File: src/rtl/xbus_pkg.sv
package xbus_pkg;
  typedef enum logic {
    XB_IDLE = 1'b0,
    XB_OPEN = 1'b1
  } xb_state_e;

  // Direction encoding used on the bus pins
  localparam logic XB_DRIVE  = 1'b0;
  localparam logic XB_LISTEN = 1'b1;
endpackage

File: src/rtl/xbus_seq.sv
module xbus_seq
  import xbus_pkg::*;
(
  input  logic clk,
  input  logic rst_n,
  input  logic start,
  input  logic rdy_n,
  output logic stb_n,
  output logic busy,
  output logic idle,
  output logic finish
);
  xb_state_e state;
  logic      stb_q;

  always_ff @(posedge clk or negedge rst_n) begin
    if (!rst_n) begin
      state <= XB_IDLE;
      stb_q <= 1'b1;
    end else begin
      unique case (state)
        XB_IDLE: if (start) begin
          state <= XB_OPEN;
          stb_q <= 1'b0;
        end
        XB_OPEN: if (!rdy_n) begin
          state <= XB_IDLE;
          stb_q <= 1'b1;
        end
        default: state <= XB_IDLE;
      endcase
    end
  end

  assign stb_n  = stb_q;
  assign busy   = (state == XB_OPEN);
  assign idle   = (state == XB_IDLE);
  assign finish = (state == XB_OPEN) && !rdy_n;

  AST_WAIT_HOLDS_STROBE: assert property (@(posedge clk) disable iff (!rst_n)
    (!stb_q && rdy_n) |=> !stb_q);
endmodule

File: src/rtl/xbus_pin_hold.sv
module xbus_pin_hold
  import xbus_pkg::*;
#(
  parameter int DATA_W = 16,
  parameter int ADDR_W = 3
) (
  input  logic              clk,
  input  logic              rst_n,
  input  logic              load,
  input  logic              finish,
  input  logic              wr,
  input  logic [ADDR_W-1:0] idx,
  input  logic [DATA_W-1:0] wdata,
  output logic [ADDR_W-1:0] addr,
  output logic [DATA_W-1:0] dout,
  output logic              dir_n,
  output logic              oe
);
  always_ff @(posedge clk or negedge rst_n) begin
    if (!rst_n) begin
      addr  <= '0;
      dout  <= '0;
      dir_n <= XB_DRIVE;
      oe    <= 1'b1;
    end else if (load) begin
      addr <= idx;
      if (wr) begin
        dout  <= wdata;
        dir_n <= XB_DRIVE;
        oe    <= 1'b1;
      end else begin
        dir_n <= XB_LISTEN;
        oe    <= 1'b0;
      end
    end else if (finish) begin
      dir_n <= XB_DRIVE;
      oe    <= 1'b1;
    end
  end

  AST_OE_TRACKS_DIR: assert property (@(posedge clk) disable iff (!rst_n)
    oe != dir_n);
  AST_ADDR_HELD: assert property (@(posedge clk) disable iff (!rst_n)
    !load |=> $stable(addr));
endmodule

File: src/rtl/xbus_rd_capture.sv
module xbus_rd_capture
  import xbus_pkg::*;
#(
  parameter int DATA_W = 16
) (
  input  logic              clk,
  input  logic              rst_n,
  input  logic              finish,
  input  logic              dir_n,
  input  logic [DATA_W-1:0] din,
  output logic              valid,
  output logic [DATA_W-1:0] rdata
);
  always_ff @(posedge clk or negedge rst_n) begin
    if (!rst_n) begin
      valid <= 1'b0;
      rdata <= '0;
    end else begin
      valid <= finish;
      if (finish && dir_n == XB_LISTEN) rdata <= din;
    end
  end

  AST_RDATA_ON_READ_ONLY: assert property (@(posedge clk) disable iff (!rst_n)
    !(finish && dir_n == XB_LISTEN) |=> $stable(rdata));
endmodule

File: src/rtl/xbus_bridge.sv
module xbus_bridge #(
  parameter  int DATA_W   = 16,
  parameter  int NUM_REGS = 8,
  localparam int ADDR_W   = (NUM_REGS > 1) ? $clog2(NUM_REGS) : 1
) (
  input  logic              clk,
  input  logic              rst_n,
  input  logic              req_valid,
  output logic              req_ready,
  input  logic              req_write,
  input  logic [ADDR_W-1:0] req_idx,
  input  logic [DATA_W-1:0] req_wdata,
  output logic              rsp_valid,
  output logic [DATA_W-1:0] rsp_rdata,
  output logic              busy,
  output logic [ADDR_W-1:0] pb_addr,
  output logic [DATA_W-1:0] pb_dout,
  input  logic [DATA_W-1:0] pb_din,
  output logic              pb_oe,
  output logic              pb_dir_n,
  output logic              pb_stb_n,
  input  logic              pb_rdy_n
);
  logic idle, finish, start;

  assign req_ready = idle;
  assign start     = req_valid && idle;

  xbus_seq u_seq (
    .clk    (clk),
    .rst_n  (rst_n),
    .start  (start),
    .rdy_n  (pb_rdy_n),
    .stb_n  (pb_stb_n),
    .busy   (busy),
    .idle   (idle),
    .finish (finish)
  );

  xbus_pin_hold #(.DATA_W(DATA_W), .ADDR_W(ADDR_W)) u_pins (
    .clk    (clk),
    .rst_n  (rst_n),
    .load   (start),
    .finish (finish),
    .wr     (req_write),
    .idx    (req_idx),
    .wdata  (req_wdata),
    .addr   (pb_addr),
    .dout   (pb_dout),
    .dir_n  (pb_dir_n),
    .oe     (pb_oe)
  );

  xbus_rd_capture #(.DATA_W(DATA_W)) u_cap (
    .clk    (clk),
    .rst_n  (rst_n),
    .finish (finish),
    .dir_n  (pb_dir_n),
    .din    (pb_din),
    .valid  (rsp_valid),
    .rdata  (rsp_rdata)
  );

  AST_START_DRIVES_PINS: assert property (@(posedge clk) disable iff (!rst_n)
    (req_valid && req_ready) |=> (!pb_stb_n && busy && pb_addr == $past(req_idx)));
  AST_WAIT_PINS_STABLE: assert property (@(posedge clk) disable iff (!rst_n)
    (!pb_stb_n && pb_rdy_n) |=> ($stable(pb_addr) && $stable(pb_dout) && $stable(pb_dir_n)));
  AST_READY_ENDS_ACCESS: assert property (@(posedge clk) disable iff (!rst_n)
    (!pb_stb_n && !pb_rdy_n) |=> (pb_stb_n && rsp_valid && !busy));
  AST_IDLE_DRIVES_OUT: assert property (@(posedge clk) disable iff (!rst_n)
    pb_stb_n |-> (!pb_dir_n && pb_oe));
  AST_NO_ACCEPT_BUSY: assert property (@(posedge clk) disable iff (!rst_n)
    busy |-> !req_ready);
  AST_RSP_ONE_CYCLE: assert property (@(posedge clk) disable iff (!rst_n)
    rsp_valid |=> !rsp_valid);
endmodule

File: config.mk
export PLATFORM = sky130hd
export DESIGN_NAME = xbus_bridge
export DESIGN_NICKNAME = d
export VERILOG_FILES = /design/src/rtl/xbus_pkg.sv /design/src/rtl/xbus_seq.sv /design/src/rtl/xbus_pin_hold.sv /design/src/rtl/xbus_rd_capture.sv /design/src/rtl/xbus_bridge.sv
export SDC_FILE = /design/constraint.sdc
export NUM_CORES = 1
export LEC_CHECK = 0
export ABC_AREA = 1
export BUFFER_PORTS_ARGS = -buffer_cell sky130_fd_sc_hd__buf_2
export CAP_MARGIN = 20
export CORE_MARGIN = 3
export CORE_UTILIZATION = 40
export DETAILED_ROUTE_END_ITERATION = 8
export PLACE_DENSITY_LB_ADDON = 0.15
export SLEW_MARGIN = 20
export SYNTH_ARGS = -nofsm -noshare
export SYNTH_HDL_FRONTEND = slang
export SYNTH_SLANG_ARGS = --single-unit
File: constraint.sdc
create_clock -name clk -period 2.7 [get_ports clk]
set_input_delay 0.405 -clock clk [delete_from_list [all_inputs] [get_ports clk]]
set_output_delay 0.405 -clock clk [all_outputs]
set_load 0.02 [all_outputs]
==> results.md, run 1 <==
- Status: completed
- Row count: 22
- Crit path capture type: output pin
- Post-synth top area share: 0.5984
- Worst path arrival time: 1.26 ns
- Final net count: 293
- Hold Crit Class: in -> async
- Unrepaired setup endpoints after global routing: no
- Met3 usage: 0.04956
- Max-slew violations: 0
- Flops & latches, synth: 40
- Slew @ Worst Pin: 0.8861 ns
- Distinct cells, synth: 14
- P&R area growth vs syn: 32.91%
- Worst stage delay on the critical path: 0.69 ns
- Initial Util: 0.4245
- H-tree Lvls: 2
- Post-Syn Instances: about 170
- Largest net degree at the start of global routing: 41
- Utilization after layout: 0.5642
- Clock Skew: 0.003684 ns
- Achievable frequency: between 0.6 and 0.7 GHz
- Crit Path Class: reg -> out
- Number of diodes: 0
- Skew-Pair Late Insertion Delay: 0.29 ns
- Final Cell Area: around 0.0021 mm^2
- GR Util met2: 0.2521
- Cell Count, Final, Fillers Out: 302
- M1 GR Usage: 0.2066
- Slew headroom: 0.4093
- Synth Area in Simple Gates: 0.3205
- Post-Synth Adder-Cell Area: 0
- Clock Path Buffers: 2
- DRT Pass-1 Iters: 4
- Yosys warns: 0
- Yosys top cell by area: dfrtp_1
- Port bufs: 80
- Routed WL: 3752 um
- Largest family of logic cells by synthesized area: simple AND/OR/NAND/NOR gates
- DRC errors left: 0
- Clk pin slew, worst setup/hold paths: 0.07 ns
- Clk sinks: 40
- Die width: 69.03 um
- Net Count, Synth: 214
- Critical-path top delay cell: dfrtp_1
- CTS tree: done
- DR WL/cell: ~12 um
- Final setup fails: 0
- Power Dens Cells: slightly below 1000 mW/mm^2
- Core footprint: approximately 0.0037 mm^2
- Mapped cell area: 0.001589 mm^2
- Crit path launch type: flop
- Via-to-Cell Ratio: around 4.8
- Io pins: 81
- Final number of hold-violating endpoints: 0
- DR iter-0 viols: 104
- CTS buffer count: 5
- Post-route clock period utilization: 0.6149
- Gpl congestion: about 0.77
- Total congestion overflow: 0
- Cell Area, Placed: 0.002001 mm^2
- Die Footprint: 0.004765 mm^2
- Max-cap check violation count: 0
- Top cells by area, synth: dfrtp_1, nand2_1, nand3_1
- Critical path fanouts, max: 19
- GRT busiest layer: met2
- Worst vdd ir: 0.0004405 V
- Post-route ant nets: 0
- Post-CTS resize count: 0
- Leak: 1.243 nW
- Fin crit period: between 1.5 and 2 ns
- Vias in the first global route: 1,316
- Worst Path Buf+Inv: 1
- Total GRT Usage: 0.1627
- Post-synthesis mux area share: 0
- Delay-heaviest family, CP: flip-flops
- Synth Area in Compound Gates: 0.003150
- Post-DP HPWL: 2636 um
- CTS root buffer: clkbuf_8
- Synth Area in XOR/XNOR: 0
- Setup Fix Bufs, Post-CTS: 0
- Antenna violations before repair: 0
- Seq/Total Area, Yosys: 0.6315
- Share of layout cells above drive strength 1: 0.3701
- DR vias: 1,435
- Placed cells: just under 300
- Chip height: 69.03 um
- Sum Neg Setup Slack: 0 ns
- Hold_buf cts: 0
- Critical Path RT: 2.30 ns
- First-pass GRT wire length: ~6200 um
- Cells along the critical path: buf_2
- Avg Inst Size Synth: 9.132 um^2
==> kinds of logic after synthesis <==
group | after synthesis
flops | 40
compound gates | 1
simple gates | 120
buf+inv | 13
==> metrics by stage <==
step	hold slack, ns	total power [W]	setup slack, ns
2_1_floorplan	0.1094	0.001339	1.473
3_3_place_gp	0.4585	0.001605	1.098
3_5_place_dp	0.4592	0.001614	1.077
4_1_cts	0.2518	0.002102	1.020
5_1_grt	0.2869	0.002206	0.8846
6_report	0.2210	0.002076	1.040
==> where the power goes <==
part | total, W | leakage (nW) | internal (W) | switching (W)
Sequential | 0.000897 | 0.496 | 0.000789 | 0.000108
Combinational | 0.000696 | 0.692 | 0.000236 | 0.000460
Clock | 0.000483 | 0.0541 | 0.000273 | 0.000209
==> synthesized netlist by cell type <==
| library cell | n |
|---|---|
| buf_2 | 3 |
| nand3_1 | 36 |
| nand3_2 | 1 |
| clkbuf_1 | 2 |
| nand2_1 | 79 |
| buf_4 | 3 |
| dfrtp_1 | 38 |
| o21ai_0 | 1 |
| buf_6 | 1 |
| nor2_4 | 1 |
| inv_1 | 3 |
| nor2_1 | 3 |
| dfstp_2 | 2 |
| inv_2 | 1 |
==> flip-flops by register name (all words and copies together) (netlist names) <==
name,count
u_pins.addr,3
u_seq.stb_n,1
u_pins.dir_n,1
u_pins.oe,1
u_seq.busy,1
u_cap.rdata,16
u_pins.dout,16
u_cap.valid,1
==> final timing paths <==
kind / from / end / slack, ns / cells after the start
max in group asynchronous: rst_n / u_pins.dout[15] / 1.91 / 1
setup reg to reg: u_pins.dir_n / u_cap.rdata[14] / 1.09 / 3
hold reg to reg: u_pins.dout[5] / u_pins.dout[5] / 0.48 / 2
min in group clk: req_idx[2] / u_pins.addr[2] / 0.31 / 3
setup / recovery: u_pins.dir_n / pb_dir_n / 1.04 / 1
hold / removal: rst_n / u_cap.rdata[0] / 0.22 / 1
==> per-layer routing <==
layer / part of all wire / up-vias
met5: 0 / -
met4: 0.019 / 0
met3: 0.080 / 7
met2: 0.47 / 55
met1: 0.43 / 664
li1: - / 709
==> cell usage in the layout (no fill, tap or decap), drive strengths merged <==
cell type | netlist | layout
buf | 7 | 81
nand2 | 79 | 79
dfrtp | 38 | 38
nand3 | 37 | 37
clkbuf | 2 | 5
inv | 4 | 4
nor2 | 4 | 4
dfstp | 2 | 2
o21ai | 1 | 1
bufinv | 0 | 1
clkinvlp | 0 | 1
clkinv | 0 | 1
==> area by class of cell <==
cell class	instances	area, um^2
Sequential cell	40	1003
Clock inverter	3	42.54
Inverter	4	15.01
Timing Repair Buffer	81	407.9
Clock buffer	5	68.82
Multi-Input combinational cell	121	514.2
Tap cell	48	60.06
Fill cell	379	1632
(Power assumes the default switching activity.)
==> run 2: changes to the inputs <==
Clock period 2.7 ns to 1.55 ns, I/O delays scaled along.
==> run 2 against run 1 <==
Compared with the run above:
- global-route usage grew 0.22 points
- sequential cell count did not move
- final cell count up 2.3%
- register-to-register slack got worse by 0.71 ns
- first-iteration DRC count shrank 47%
- sequential power rose by 72%
- clock skew down 0.0018 ns
- non-clock buffer count rose by 7
- die area stayed put
- sequential share of layout area down 0.75 points
- setup slack got worse by 0.74 ns
- critical endpoint is now req_ready
- largest cell class unchanged
- largest power group unchanged
==> results.md, run 2 (same netlist as run 1, synthesis figures left out) <==
- Reg2reg start: u_seq.busy
- Die width: 69.03 um (unchanged)
- Skew-Pair Late Insertion Delay: 0.27 ns (-0.02 ns)
- First-pass GRT wire length: 6423 um (+3.0%)
- Top Registers: u_cap.rdata: 16 flops, u_pins.dout: 16 flops, u_pins.addr: 3 flops
- Gpl congestion: 0.7589 (-1.0%)
- DR iter-0 viols: 55 (-47%)
- Fin crit period: around 1.3 ns
- Slew @ Worst Pin: 0.5458 ns (-0.3403 ns)
- Setup Fix Bufs, Post-CTS: 0 (unchanged)
- Leak: 1.267 nW (+2.0%)
- Row count: 22 (unchanged)
- Clk pin slew, worst setup/hold paths: 0.07 ns (about the same)
- R2R cell count: 4 (+1)
- Clock Path Buffers: 2 (unchanged)
- Crit path launch type: flop
- Largest net degree at the start of global routing: 26 (-37%)
- Vias in the first global route: 1,357 (+3.1%)
- Crit path capture: req_ready
- CP Depth: 2 (+1)
- Max-cap check violation count: 0 (unchanged)
- Register area: 0.001003 mm^2 (unchanged)
- Hold depth: 3
- DRT Pass-1 Iters: 4 (unchanged)
- Number of diodes: 0 (unchanged)
- Post-route clock period utilization: 0.8092
- Core footprint: 0.003744 mm^2 (unchanged)
- Die Footprint: 0.004765 mm^2 (unchanged)
- Fill count: 368 (-2.9%)
- Clk sinks: 40 (unchanged)
- Final Cell Area: 0.002146 mm^2 (+1.6%)
- Delay-heaviest family, CP: flip-flops
- Final number of hold-violating endpoints: 0 (unchanged)
- Critical-path top delay cell: dfrtp_1
- Unrepaired setup endpoints after global routing: no
- Final net count: 300 (+2.4%)
- Critical path launch point: u_seq.busy
- Achievable frequency: 0.7972 GHz
- Total GRT Usage: 0.1649 (+0.002204)
- Via-to-Cell Ratio: 4.657 (-2.0%)
- Crit path capture type: output pin
- Max-slew violations: 0 (unchanged)
- DR vias: 1,439 (+0.28%)
- Hold_buf cts: 1 (+1)
- Worst Path Buf+Inv: 2 (+1)
- Placed cells: 300 (+2.0%)
- Most frequent cells in the layout: buf_2, nand2_1, dfrtp_1
- Status: completed
- Post-DP HPWL: 2766 um (+5.0%)
- Critical path fanouts, max: 6 (-13)
- Most common cell after layout, fill and taps aside: buf_2
- Sum Neg Setup Slack: 0 ns (unchanged)
- Critical Path RT: 1.32 ns (-0.98 ns)
- CTS buffer count: 5 (unchanged)
- Cell Count, Final, Fillers Out: 309 (+2.3%)
- Port bufs: 80 (unchanged)
- Clock Skew: 0.001924 ns (-0.001760 ns)
- Hold Crit Class: in -> reg
- Worst vdd ir: 0.0007992 V (+81%)
- Slew headroom: 0.6361 (+0.2269)
- Initial Util: 0.4245 (unchanged)
- Area of the multi-input gates: 514.2 um^2 (unchanged)
- Crit Path Class: reg -> out
- CTS tree: done
- Power Dens Cells: 1621 mW/mm^2 (+65%)
- P&R area growth vs syn: 35.04%
- Utilization after layout: 0.5732 (+0.009024)
- Worst path arrival time: 1.02 ns (-0.24 ns)
- Io pins: 81 (unchanged)
- DRC errors left: 0 (unchanged)
- DR WL/cell: 12.19 um (-1.9%)
- Worst stage delay on the critical path: 0.42 ns (-0.27 ns)
- Final setup fails: 0 (unchanged)
- R2R setup slack: 0.38 ns (-0.71 ns)
- Cells along the critical path: inv_2 > buf_2
- Share of layout cells above drive strength 1: 0.3755 (+0.005400)
- Post-CTS resize count: 0 (unchanged)
- H-tree Lvls: 2 (unchanged)
- Total congestion overflow: 0 (unchanged)
- Cell Area, Placed: 0.002046 mm^2 (+2.3%)
- Post-route ant nets: 0 (unchanged)
- Crit Reg-Reg Endpoint: u_pins.dout[6]
- Routed WL: 3766 um (+0.37%)
- Antenna violations before repair: 0 (unchanged)
- Chip height: 69.03 um (unchanged)
- CTS root buffer: clkbuf_8
-- run 2: worst register-to-register path, stage by stage, from the launching register on --
cell	delay, ns
dfrtp_1	0.42
inv_2	0.14
nand3_2	0.29
nand2_1	0.16
nand2_1	0.06
-- run 2: worst min path at each step --
| stage | startpoint | end | slack [ns] |
|---|---|---|---|
| 6_report | req_idx[0] | u_pins.addr[0] | 0.15 |
| 5_1_grt | req_idx[0] | u_pins.addr[0] | 0.14 |
| 4_1_cts | req_idx[0] | u_pins.addr[0] | 0.14 |
| 3_5_place_dp | rst_n | u_pins.addr[1] | 0.25 |
| 3_3_place_gp | rst_n | u_pins.addr[1] | 0.24 |
| 2_1_floorplan | rst_n | u_cap.rdata[0] | -0.06 |
-- run 2: metrics by stage --
| step | hold slack [ns] | total power, W | worst slack, ns |
|---|---|---|---|
| floorplan | -0.06309 | 0.002333 | 0.3231 |
| global placement | 0.2449 | 0.002824 | 0.4132 |
| detailed placement | 0.2535 | 0.002839 | 0.3876 |
| CTS | 0.1366 | 0.003528 | 0.2840 |
| global route | 0.1397 | 0.003729 | 0.2289 |
| finish | 0.1476 | 0.003478 | 0.2957 |
-- run 2: final cells by class --
type / instances / share of cell area
inverters: 4 / 0.006997
multi-input cells: 121 / 0.2396
repair buffers: 88 / 0.2157
well taps: 48 / 0.02799
clock buffers: 8 / 0.04198
flip-flops and latches: 40 / 0.4676
-- run 2: per-layer routing --
layer	GRT usage	part of all wire	vias up
li1	-	-	726
met1	0.2183	0.44	661
met2	0.2564	0.47	50
met3	0.04956	0.079	2
met4	0.05857	0.0048	0
met5	0	0	-
-- run 2: power breakdown --
part / total (W) / switching, W / internal (W)
sequential: 0.00154 / 0.000161 / 0.00138
clock: 0.000673 / 0.000311 / 0.000363
combinational: 0.00127 / 0.000834 / 0.000434
==> run 3: changes to the inputs <==
Clock period 1.55 ns to 1.04 ns, I/O delays scaled along.
==> run 3 against run 2 <==
Compared with the run above:
- the run now ends with setup timing left
- register-to-register slack lost 0.39 ns
- total power rose by 59%
- core utilization increased by 5.9 points
- critical path type unchanged
- clock skew is 0.0020 ns higher
- largest cell class unchanged
==> results.md, run 3 (same netlist as run 1, synthesis figures left out) <==
- Status: complete, but fails checks
- Failing checks: setup timing
- Worst vdd ir: 0.001267 V (+58%)
- Crit Path Class: reg -> out
- Combinational group share of total power: 0.380 (+0.015)
- Area of the multi-input gates: 611.8 um^2 (+19%)
- Vias in the first global route: 1,411 (+4.0%)
- Leak: 1.334 nW (+5.3%)
- Share of layout cells above drive strength 1: 0.4572 (+0.08177)
- Number of diodes: 0 (unchanged)
- Die Footprint: 0.004765 mm^2 (unchanged)
- Top Registers: u_cap.rdata: 16 flops, u_pins.dout: 16 flops, u_pins.addr: 3 flops
- DRT Pass-1 Iters: 4 (unchanged)
- Skew-Pair Late Insertion Delay: 0.28 ns (about the same)
- Sw Pwr: 0.002075 W (+59%)
- Cell Count, Final, Fillers Out: 317 (+2.6%)
- Slew @ Worst Pin: 0.2643 ns (-0.2815 ns)
- Pre-CTS worst setup slack: -0.04685 ns (-0.4344 ns)
- Total congestion overflow: 0 (unchanged)
- Post-DP HPWL: 2830 um (+2.3%)
- Gpl congestion: 0.7432 (-2.1%)
- Sequential share of power: 0.423 (-0.019)
- Crit path capture type: output pin
- Routed WL: 4133 um (+9.7%)
- Most frequent cells in the layout: buf_2, nand2_1, dfrtp_1
- Slew headroom: 0.8238 (+0.1877)
- CTS buffer count: 5 (unchanged)
- Post-route clock period utilization: 1.061
- DRC errors left: 0 (unchanged)
- Worst stage delay on the critical path: 0.43 ns (about the same)
- DR iter-0 viols: 72 (+31%)
- Hold Crit Class: in -> reg
- Clock Power Share: 0.197 (+0.003)
- Clock Path Buffers: 2 (unchanged)
- CP Depth: 2 (unchanged)
- Worst Path Buf+Inv: 2 (unchanged)
- Final net count: 308 (+2.7%)
- Int Power: 0.003447 W (+59%)
- Final setup fails: 9 (+9)
- Chip height: 69.03 um (unchanged)
- P&R area growth vs syn: 49.06%
- DR vias: 1,521 (+5.7%)
- Post-route ant nets: 0 (unchanged)
- CTS tree: done
- Register area: 0.001006 mm^2 (+0.25%)
- Final worst slack: -0.06315 ns (-0.3588 ns)
- R2R cell count: 5 (+1)
- Row count: 22 (unchanged)
- CTS root buffer: clkbuf_8
- Delay-heaviest family, CP: flip-flops
- Port bufs: 80 (unchanged)
- Most common cell after layout, fill and taps aside: buf_2
- Worst path arrival time: 0.95 ns (-0.07 ns)
- Die width: 69.03 um (unchanged)
- Critical path fanouts, max: 5 (-1)
- H-tree Lvls: 2 (unchanged)
- Hold depth: 3 (unchanged)
- Core footprint: 0.003744 mm^2 (unchanged)
- Clock Skew: 0.003920 ns (+0.001997 ns)
- Via-to-Cell Ratio: 4.798 (+3.0%)
- Placed cells: 300 (unchanged)
- Final number of hold-violating endpoints: 0 (unchanged)
- Initial Util: 0.4245 (unchanged)
- Io pins: 81 (unchanged)
- Fill count: 347 (-5.7%)
- Unrepaired setup endpoints after global routing: yes
- Pwr Total: 0.005522 W (+59%)
- Antenna violations before repair: 0 (unchanged)
- Crit path launch type: flop
- Cells along the critical path: clkinv_4 > buf_6
- Max-cap check violation count: 0 (unchanged)
- First-pass GRT wire length: 6672 um (+3.9%)
- Largest net degree at the start of global routing: 20 (-23%)
- Critical Path RT: 0.88 ns (-0.44 ns)
- Critical-path top delay cell: dfrtp_2
- Power Dens Cells: 2331 mW/mm^2 (+44%)
- DR WL/cell: 13.04 um (+7.0%)
- Achievable frequency: 0.9065 GHz
- Fin crit period: 1.103 ns
- Clk sinks: 40 (unchanged)
- Sw Ratio: 0.3757 (about the same)
- Total GRT Usage: 0.1712 (+0.006378)
- Max-slew violations: 0 (unchanged)
- Clk pin slew, worst setup/hold paths: 0.07 ns (about the same)
==> run 3: worst reg2reg max path, delay by kind of cell (launching register included) <==
kind,cells,cell delay [ns]
DFF,1,0.45
buffers and inverters,2,0.21
and+or+nand+nor,3,0.28
==> run 3: per-layer routing <==
layer	vias up	routed length [um]	global-route usage
met5	-	0	0
met3	5	343	0.04665
li1	745	-	-
met4	0	47	0.05206
met2	66	1957	0.2669
met1	705	1784	0.2330
==> run 3: path summary, 6_finish.rpt <==
path                                 from         endpoint  slack [ns]
setup reg to reg               u_seq.busy  u_pins.dout[11]       -0.01
max in group asynchronous           rst_n     u_pins.dir_n        0.30
hold / removal                 req_idx[2]   u_pins.addr[2]        0.08
hold reg to reg            u_pins.addr[0]   u_pins.addr[0]        0.47
min in group asynchronous           rst_n   u_pins.dout[4]        0.27
setup / recovery               u_seq.busy        req_ready       -0.06
==> run 3: timing repair <==
item | 4_1_cts | 5_1_grt
setup buffers | 3 | 3
resized for setup | 11 | 15
hold buffers | 1 | 0
pin swaps | 1 | 0
endpoints found under the setup margin | 41 | 42
gates cloned | 1 | 1
hold endpoints to repair | 26 | 0
==> run 3: power groups by stage <==
stage               Sequential (W)  Clock, W  Combinational, W
floorplan                  0.00295         0          0.000558
global placement           0.00234         0           0.00189
detailed placement         0.00234         0           0.00191
CTS                        0.00233   0.00111           0.00203
global route               0.00241   0.00119           0.00227
finish                     0.00234   0.00109           0.00210
==> run 3: through the flow <==
| step | utilization | instance area [um^2] | setup TNS [ns] | hold slack, ns |
|---|---|---|---|---|
| after floorplan | - | 1623 | -0.2697 | -0.1396 |
| after global placement | 0.5551 | 2078 | -0.1214 | 0.03819 |
| after detailed placement | 0.5551 | 2078 | -0.6683 | 0.04098 |
| after CTS | 0.6106 | 2286 | -1.304 | 0.07839 |
| after global routing | 0.6327 | 2369 | -1.899 | 0.07915 |
| final | 0.6327 | 2369 | -0.2137 | 0.07758 |
==> run 3: cell type report <==
cell class | count | area share
Clock buffer | 8 | 0.04226
Timing Repair Buffer | 94 | 0.2409
Multi-Input combinational cell | 123 | 0.2583
Tap cell | 48 | 0.02536
Sequential cell | 40 | 0.4247
Inverter | 4 | 0.008452
